<file path="config.mk">
export PLATFORM = sky130hd
export DESIGN_NAME = bsr_chain
export DESIGN_NICKNAME = d
export VERILOG_FILES = /design/src/rtl/bsr_pkg.sv /design/src/rtl/bsr_shift_stage.sv /design/src/rtl/bsr_update_bank.sv /design/src/rtl/bsr_pin_mux.sv /design/src/rtl/bsr_chain.sv
export SDC_FILE = /design/constraint.sdc
export NUM_CORES = 1
export LEC_CHECK = 0
export ABC_AREA = 1
export BUFFER_PORTS_ARGS = -buffer_cell sky130_fd_sc_hd__buf_2
export CAP_MARGIN = 20
export CORE_UTILIZATION = 57
export CTS_BUF_LIST = sky130_fd_sc_hd__clkbuf_2
export DETAILED_ROUTE_END_ITERATION = 8
export GPL_ROUTABILITY_DRIVEN = 0
export PLACE_DENSITY = 0.86
export SYNTH_ARGS = -nofsm -noshare
export SYNTH_HDL_FRONTEND = slang
export SYNTH_SLANG_ARGS = --single-unit
</file>
<file path="constraint.sdc">
create_clock -name clk -period 1.5 [get_ports clk]
set_input_delay 0.225 -clock clk [delete_from_list [all_inputs] [get_ports clk]]
set_output_delay 0.225 -clock clk [all_outputs]
set_load 0.005 [all_outputs]
</file>
<file path="src/rtl/bsr_pkg.sv">
package bsr_pkg;

  typedef enum logic [1:0] {
    INSN_FUNC   = 2'd0,
    INSN_SAMPLE = 2'd1,
    INSN_EXTEST = 2'd2,
    INSN_CLAMP  = 2'd3
  } bsr_insn_e;

  localparam logic CTL_DRIVE = 1'b1;

  function automatic int ctl_pos(input int n_in, input int j);
    return n_in + 2 * j;
  endfunction

  function automatic int dat_pos(input int n_in, input int j);
    return n_in + 2 * j + 1;
  endfunction

endpackage

</file>
<file path="src/rtl/bsr_shift_stage.sv">
module bsr_shift_stage #(
  parameter int LEN = 7
) (
  input  logic           clk,
  input  logic           rst_n,
  input  logic           cap_en,
  input  logic           shift_en,
  input  logic           si,
  input  logic [LEN-1:0] cap_vec,
  output logic [LEN-1:0] stage
);

  logic [LEN-1:0] stage_nx;
  logic           stage_en;

  assign stage_en = cap_en | shift_en;

  always_comb begin
    stage_nx = stage;
    if (cap_en) begin
      stage_nx = cap_vec;
    end else if (shift_en) begin
      for (int k = 0; k < LEN - 1; k++) begin
        stage_nx[k] = stage[k+1];
      end
      stage_nx[LEN-1] = si;
    end
  end

  always_ff @(posedge clk or negedge rst_n) begin
    if (!rst_n) begin
      stage <= '0;
    end else if (stage_en) begin
      stage <= stage_nx;
    end
  end

  a_r3_capture_load: assert property (@(posedge clk) disable iff (!rst_n)
    cap_en |=> stage == $past(cap_vec));

  a_r4_shift_move: assert property (@(posedge clk) disable iff (!rst_n)
    (shift_en && !cap_en) |=> (stage[LEN-1] == $past(si)) &&
                               (stage[LEN-2:0] == $past(stage[LEN-1:1])));

  a_r8_stage_hold: assert property (@(posedge clk) disable iff (!rst_n)
    (!shift_en && !cap_en) |=> $stable(stage));

endmodule

</file>
<file path="src/rtl/bsr_update_bank.sv">
module bsr_update_bank #(
  parameter int LEN = 7
) (
  input  logic           clk,
  input  logic           rst_n,
  input  logic           upd_en,
  input  logic [LEN-1:0] stage,
  output logic [LEN-1:0] latch
);

  logic [LEN-1:0] latch_nx;

  always_comb begin
    latch_nx = latch;
    if (upd_en) begin
      latch_nx = stage;
    end
  end

  always_ff @(negedge clk or negedge rst_n) begin
    if (!rst_n) begin
      latch <= '0;
    end else if (upd_en) begin
      latch <= latch_nx;
    end
  end

  a_r5_latch_hold: assert property (@(negedge clk) disable iff (!rst_n)
    !upd_en |=> $stable(latch));

  a_r5_latch_load: assert property (@(negedge clk) disable iff (!rst_n)
    upd_en |=> latch == $past(stage));

endmodule

</file>
<file path="src/rtl/bsr_pin_mux.sv">
module bsr_pin_mux
  import bsr_pkg::*;
#(
  parameter int N_IN   = 3,
  parameter int N_BIDI = 2,
  localparam int LEN   = N_IN + 2 * N_BIDI
) (
  input  bsr_insn_e         insn,
  input  logic [LEN-1:0]    latch,
  input  logic [N_IN-1:0]   pin_in_i,
  input  logic [N_BIDI-1:0] core_out_i,
  input  logic [N_BIDI-1:0] core_oe_i,
  input  logic [N_BIDI-1:0] pin_bidi_i,
  output logic [N_IN-1:0]   core_in_o,
  output logic [N_BIDI-1:0] pin_out_o,
  output logic [N_BIDI-1:0] pin_oe_o,
  output logic [LEN-1:0]    cap_vec
);

  logic core_cut;
  logic test_drive;

  assign core_cut   = (insn == INSN_EXTEST);
  assign test_drive = (insn == INSN_EXTEST) || (insn == INSN_CLAMP);

  for (genvar i = 0; i < N_IN; i++) begin : g_in_cell
    assign cap_vec[i]   = pin_in_i[i];
    assign core_in_o[i] = core_cut ? latch[i] : pin_in_i[i];
  end

  for (genvar j = 0; j < N_BIDI; j++) begin : g_bidi_cell
    localparam int CP = ctl_pos(N_IN, j);
    localparam int DP = dat_pos(N_IN, j);
    assign cap_vec[CP]  = core_oe_i[j];
    assign cap_vec[DP]  = pin_bidi_i[j];
    assign pin_out_o[j] = test_drive ? latch[DP] : core_out_i[j];
    assign pin_oe_o[j]  = test_drive ? (latch[CP] == CTL_DRIVE) : core_oe_i[j];
  end

endmodule

</file>
<file path="src/rtl/bsr_chain.sv">
module bsr_chain
  import bsr_pkg::*;
#(
  parameter int N_IN   = 3,
  parameter int N_BIDI = 2,
  localparam int LEN   = N_IN + 2 * N_BIDI
) (
  input  logic              clk,
  input  logic              rst_n,
  input  logic              ins_extest_i,
  input  logic              ins_sample_i,
  input  logic              ins_clamp_i,
  input  logic              capture_i,
  input  logic              shift_i,
  input  logic              update_i,
  input  logic              si_i,
  output logic              so_o,
  input  logic [N_IN-1:0]   pin_in_i,
  output logic [N_IN-1:0]   core_in_o,
  input  logic [N_BIDI-1:0] core_out_i,
  input  logic [N_BIDI-1:0] core_oe_i,
  input  logic [N_BIDI-1:0] pin_bidi_i,
  output logic [N_BIDI-1:0] pin_out_o,
  output logic [N_BIDI-1:0] pin_oe_o
);

  logic [1:0]      rst_q;
  logic            rst_s_n;
  bsr_insn_e       insn;
  logic            chain_sel;
  logic            cap_en;
  logic            shift_en;
  logic            upd_en;
  logic [LEN-1:0]  stage;
  logic [LEN-1:0]  latch;
  logic [LEN-1:0]  cap_vec;
  logic [N_BIDI-1:0] ctl_bits;

  always_ff @(posedge clk or negedge rst_n) begin
    if (!rst_n) begin
      rst_q <= 2'b00;
    end else begin
      rst_q <= {rst_q[0], 1'b1};
    end
  end

  assign rst_s_n = rst_q[1];

  always_comb begin
    if (ins_extest_i) begin
      insn = INSN_EXTEST;
    end else if (ins_clamp_i) begin
      insn = INSN_CLAMP;
    end else if (ins_sample_i) begin
      insn = INSN_SAMPLE;
    end else begin
      insn = INSN_FUNC;
    end
  end

  assign chain_sel = (insn == INSN_EXTEST) || (insn == INSN_SAMPLE);
  assign cap_en    = chain_sel && capture_i;
  assign shift_en  = chain_sel && shift_i;
  assign upd_en    = chain_sel && update_i;

  bsr_shift_stage #(.LEN(LEN)) u_shift (
    .clk      (clk),
    .rst_n    (rst_s_n),
    .cap_en   (cap_en),
    .shift_en (shift_en),
    .si       (si_i),
    .cap_vec  (cap_vec),
    .stage    (stage)
  );

  bsr_update_bank #(.LEN(LEN)) u_update (
    .clk    (clk),
    .rst_n  (rst_s_n),
    .upd_en (upd_en),
    .stage  (stage),
    .latch  (latch)
  );

  bsr_pin_mux #(.N_IN(N_IN), .N_BIDI(N_BIDI)) u_mux (
    .insn       (insn),
    .latch      (latch),
    .pin_in_i   (pin_in_i),
    .core_out_i (core_out_i),
    .core_oe_i  (core_oe_i),
    .pin_bidi_i (pin_bidi_i),
    .core_in_o  (core_in_o),
    .pin_out_o  (pin_out_o),
    .pin_oe_o   (pin_oe_o),
    .cap_vec    (cap_vec)
  );

  assign so_o = stage[0];

  for (genvar j = 0; j < N_BIDI; j++) begin : g_ctl
    assign ctl_bits[j] = latch[ctl_pos(N_IN, j)];
  end

  a_r2_transparent: assert property (@(posedge clk) disable iff (!rst_s_n)
    (insn == INSN_FUNC) |-> (pin_out_o == core_out_i) && (pin_oe_o == core_oe_i) &&
                            (core_in_o == pin_in_i));

  a_r6_sample_functional: assert property (@(posedge clk) disable iff (!rst_s_n)
    (insn == INSN_SAMPLE) |-> (pin_out_o == core_out_i) && (pin_oe_o == core_oe_i) &&
                              (core_in_o == pin_in_i));

  a_r7_hiz_on_disable: assert property (@(posedge clk) disable iff (!rst_s_n)
    ((insn == INSN_EXTEST) || (insn == INSN_CLAMP)) |-> ((pin_oe_o & ~ctl_bits) == '0));

  a_r8_clamp_pins_steady: assert property (@(posedge clk) disable iff (!rst_s_n)
    ((insn == INSN_CLAMP) && $past(insn == INSN_CLAMP)) |->
      ($stable(pin_out_o) && $stable(pin_oe_o)));

  a_r4_so_tracks_stage: assert property (@(posedge clk) disable iff (!rst_s_n)
    (shift_en && !cap_en) |=> so_o == $past(stage[1]));

endmodule

</file>
---- After elaboration in Yosys (flattened, before gate mapping) ----
Index checks and enable logic that the tools add are counted.
operators by class
  equality and inequality tests ........... 3
  muxes and demuxes ....................... 12
  bitwise logic cells ..................... 1
  reduce and logical (&&, ||, !) cells .... 7
operators with widths
  operator                                       number
  2-to-1 mux 7 bit                               2
  2-to-1 mux 1 bit                               8
  == test 2 bit, second input constant           2
  2-to-1 mux 2 bit                               2
  logical AND 1 bit                              3
  == test 2 x 1 -> 1 bit, second input constant  1
  logical OR 1 bit                               2
  AND reduction 2 bit                            1
  nonzero test 2 bit                             1
  bitwise OR 1 bit                               1
storage, ports and cells
  flip-flop bits (word level) ............. 16
  input bits .............................. 18
  output and inout port bits .............. 8
  word-level logic and storage cells ...... 26

---- Logic depth before layout (Yosys ltp) ----
  depth after elaboration ................. 8
  depth in mapped cells ................... 8
  gate-level depth less buffers ........... 8

---- By module ----
From an unflattened synthesis, not the netlist that was laid out.
second synthesis, totals
  cell total of the unflattened synthesis .. 118
  area total of the unflattened synthesis .. 882.1 um^2
modules (own cells, without submodules)
  module           times used  cells an instance  area an instance (um^2)
  bsr_shift_stage  1           42                 349.1
  bsr_update_bank  1           30                 269.0
  bsr_pin_mux      1           31                 158.9
  bsr_chain        1           15                 105.1

==> impl_metrics.json <==
{
  "status": "complete, but fails checks",
  "violations": "setup timing",
  "h-tree-depth": 1,
  "antenna_found_initial": 0,
  "rows": 14,
  "syn_area_sq_um": 915,
  "first_pass_iters": 4,
  "diodes": 0,
  "cp_data_arrival_time_ps": 1810,
  "slowest_delay_ps": 470,
  "crit_type": "flop to output port",
  "crit_start": "u_update.latch[2]",
  "clkLatencyLatePin_ps": 310,
  "drt_iter0_markers": 30,
  "syn_avg_cell_area_sq_um": 8.31,
  "grt_pass1_vias": 839,
  "synth_nets": 129,
  "clock_skew_ps": 30.0,
  "pin_count": 26,
  "die_w_microns": 42.1,
  "antenna_left": 0,
  "cp-start-kind": "flop",
  "setup_viol": 14,
  "p_int_mw": 0.933,
  "route.detailed.drc": 0,
  "grt_pass1_wl_microns": 3550,
  "dpl.hpwl_microns": 1430,
  "cts-root-buf": "clkbuf_2",
  "routed_via_density": 5.70,
  "ys_seq_elements": 16,
  "grt-ovfl-total": 0,
  "nets": 175,
  "rrSetupSlack_ps": -80,
  "vias": 974,
  "crit_family": "flip-flops",
  "drive_above_1_share_pct": 47.7,
  "initial_core_util_pct": 60.7,
  "avgRoutedWirePerCell_microns": 16.6,
  "pwr-share-clk_pct": 13.5,
  "crit_buf_inv": 1,
  "combPwrFrac_pct": 45.4,
  "end_kind": "output port",
  "port_buffers": 25,
  "grt_use_total_pct": 27.8,
  "synthCells": 110,
  "path_max_fanout": 2,
  "cp_slowest_cell": "dfrtn_1",
  "rsz0062_at_grt": "yes",
  "cp.required_ps": 1270,
  "setup_ws_ps": -531,
  "cts_tree": "built",
  "numCtsBuffers": 3,
  "hold_path.class": "primary input to asynchronous set/reset pin",
  "clkSinkCount": 16,
  "p_sw_share_pct": 38.9,
  "seqPwrFrac_pct": 41.1,
  "cellPowerDensity_nw_per_um2": 1180,
  "path_clk_slew_ps": 160,
  "die_area_sq_um": 1770,
  "vdd_drop_max_v": 0.000747,
  "ys_types": 18,
  "grt_max_degree": 11,
  "final-max-slew-violation-count": 0,
  "p_sw_mw": 0.594,
  "maxCapViolCount": 0,
  "path_cells": "nand2_1, o21ai_1, buf_2",
  "power.leakage_nw": 0.719,
  "syn_to_final_growth_pct": 42.1,
  "die_h_microns": 42.1,
  "fin_util_pct": 86.3,
  "ctsLongestPathBuffers": 2,
  "synth_warnings": 0,
  "finalSetupTns_ps": -4370,
  "routed_wirelength_microns": 2840,
  "coreArea_sq_um": 1510,
  "r2r_start": "u_shift.stage[4]",
  "hold_viol_final": 0,
  "yosysSeqAreaShare_pct": 43.8
}
[routing by layer]
metal  GRT usage [%]  part of all wire [%]
met5               0                     0
met4            13.1                   6.7
met3            5.60                   7.4
met2            50.9                    50
met1            30.5                    35
[stage by stage]
step / cells / power [mW] / area, sq um / hold slack, ps / worst slack, ps
after detailed placement: 156 / 1.09 / 1110 / 11.1 / -541
after global routing: 171 / 1.60 / 1300 / 178 / -562
final: 171 / 1.53 / 1300 / 193 / -531
after global placement: 156 / 1.07 / 1110 / 10.4 / -507
after CTS: 166 / 1.36 / 1220 / 203 / -421
after floorplan: 110 / 0.910 / 941 / -70.6 / -437
[synthesized netlist by cell type, drive strengths merged]
cell | count | area [sq um]
buf | 3 | 37.5
dfrtp | 9 | 225
dfrtn | 7 | 175
nand3 | 16 | 105
o21bai | 1 | 7.51
nand2 | 45 | 191
conb | 1 | 3.75
ha | 1 | 12.5
nand4 | 1 | 6.26
inv | 15 | 58.8
o21ai | 10 | 80.1
nor2 | 1 | 11.3
[cell type report]
class	instances	area [sq um]
Clock buffer	3	15.0
Clock inverter	1	3.75
Fill cell	74	206
Inverter	15	63.8
Multi-Input combinational cell	77	518
Sequential cell	16	400
Tap cell	16	20.0
Timing Repair Buffer	43	279
[path summary, 6_finish.rpt]
path | to | cells after the start
worst max-delay path | core_in_o[2] | 3
worst min-delay path | rst_q[0] | 2
worst max register to register | u_update.latch[4] | 2
worst min register to register | rst_q[1] | 0
max in group asynchronous | u_update.latch[3] | 0
min in group clk | u_shift.stage[4] | 5
[power by group through the flow]
stage                     Clock [mW]  Combinational, mW  Sequential (mW)
after CTS                      0.198              0.545            0.613
final                          0.206              0.694            0.628
after floorplan                    0              0.298            0.612
after global routing           0.223              0.742            0.637
after detailed placement           0              0.463            0.623
after global placement             0              0.450            0.617
[worst reg2reg max path: stages (launching register included)]
cell and delay, ps:
dfrtp_1 450, nand3_1 150, nand2_2 70
[timing repair]
action	CTS	global route
gates resized for setup	11	12
hold buffers	1	0
setup endpoints to repair	14	14
cloned	1	0
pin swaps	7	5
endpoints found under the hold margin	2	0
setup buffers	4	5
[state kept, by name (all words and copies together), names as in the netlist]
register	flops
rst_q	2
u_shift.stage	7
u_update.latch	7
[layout by cell type, fill, tap and decap left out, types with 4 or more instances in the layout]
cell type / instances
nand2_4: 7
inv_1: 13
nand3_1: 11
buf_4: 17
o21ai_1: 4
buf_2: 23
nand3_2: 5
nand2_2: 4
nand2_1: 33
o21ai_2: 5
dfrtp_1: 9
dfrtn_1: 7
[cells by family after synthesis]
logic type | Yosys count | share of synthesized area, %
AOI/OAI and AO/OA | 11 | 9.58
adders and majority gates | 1 | 1.37
buffers and inverters | 18 | 10.5
DFF | 16 | 43.8
other | 1 | 0.410
and+or+nand+nor | 63 | 34.3
(Power assumes the default switching activity.)
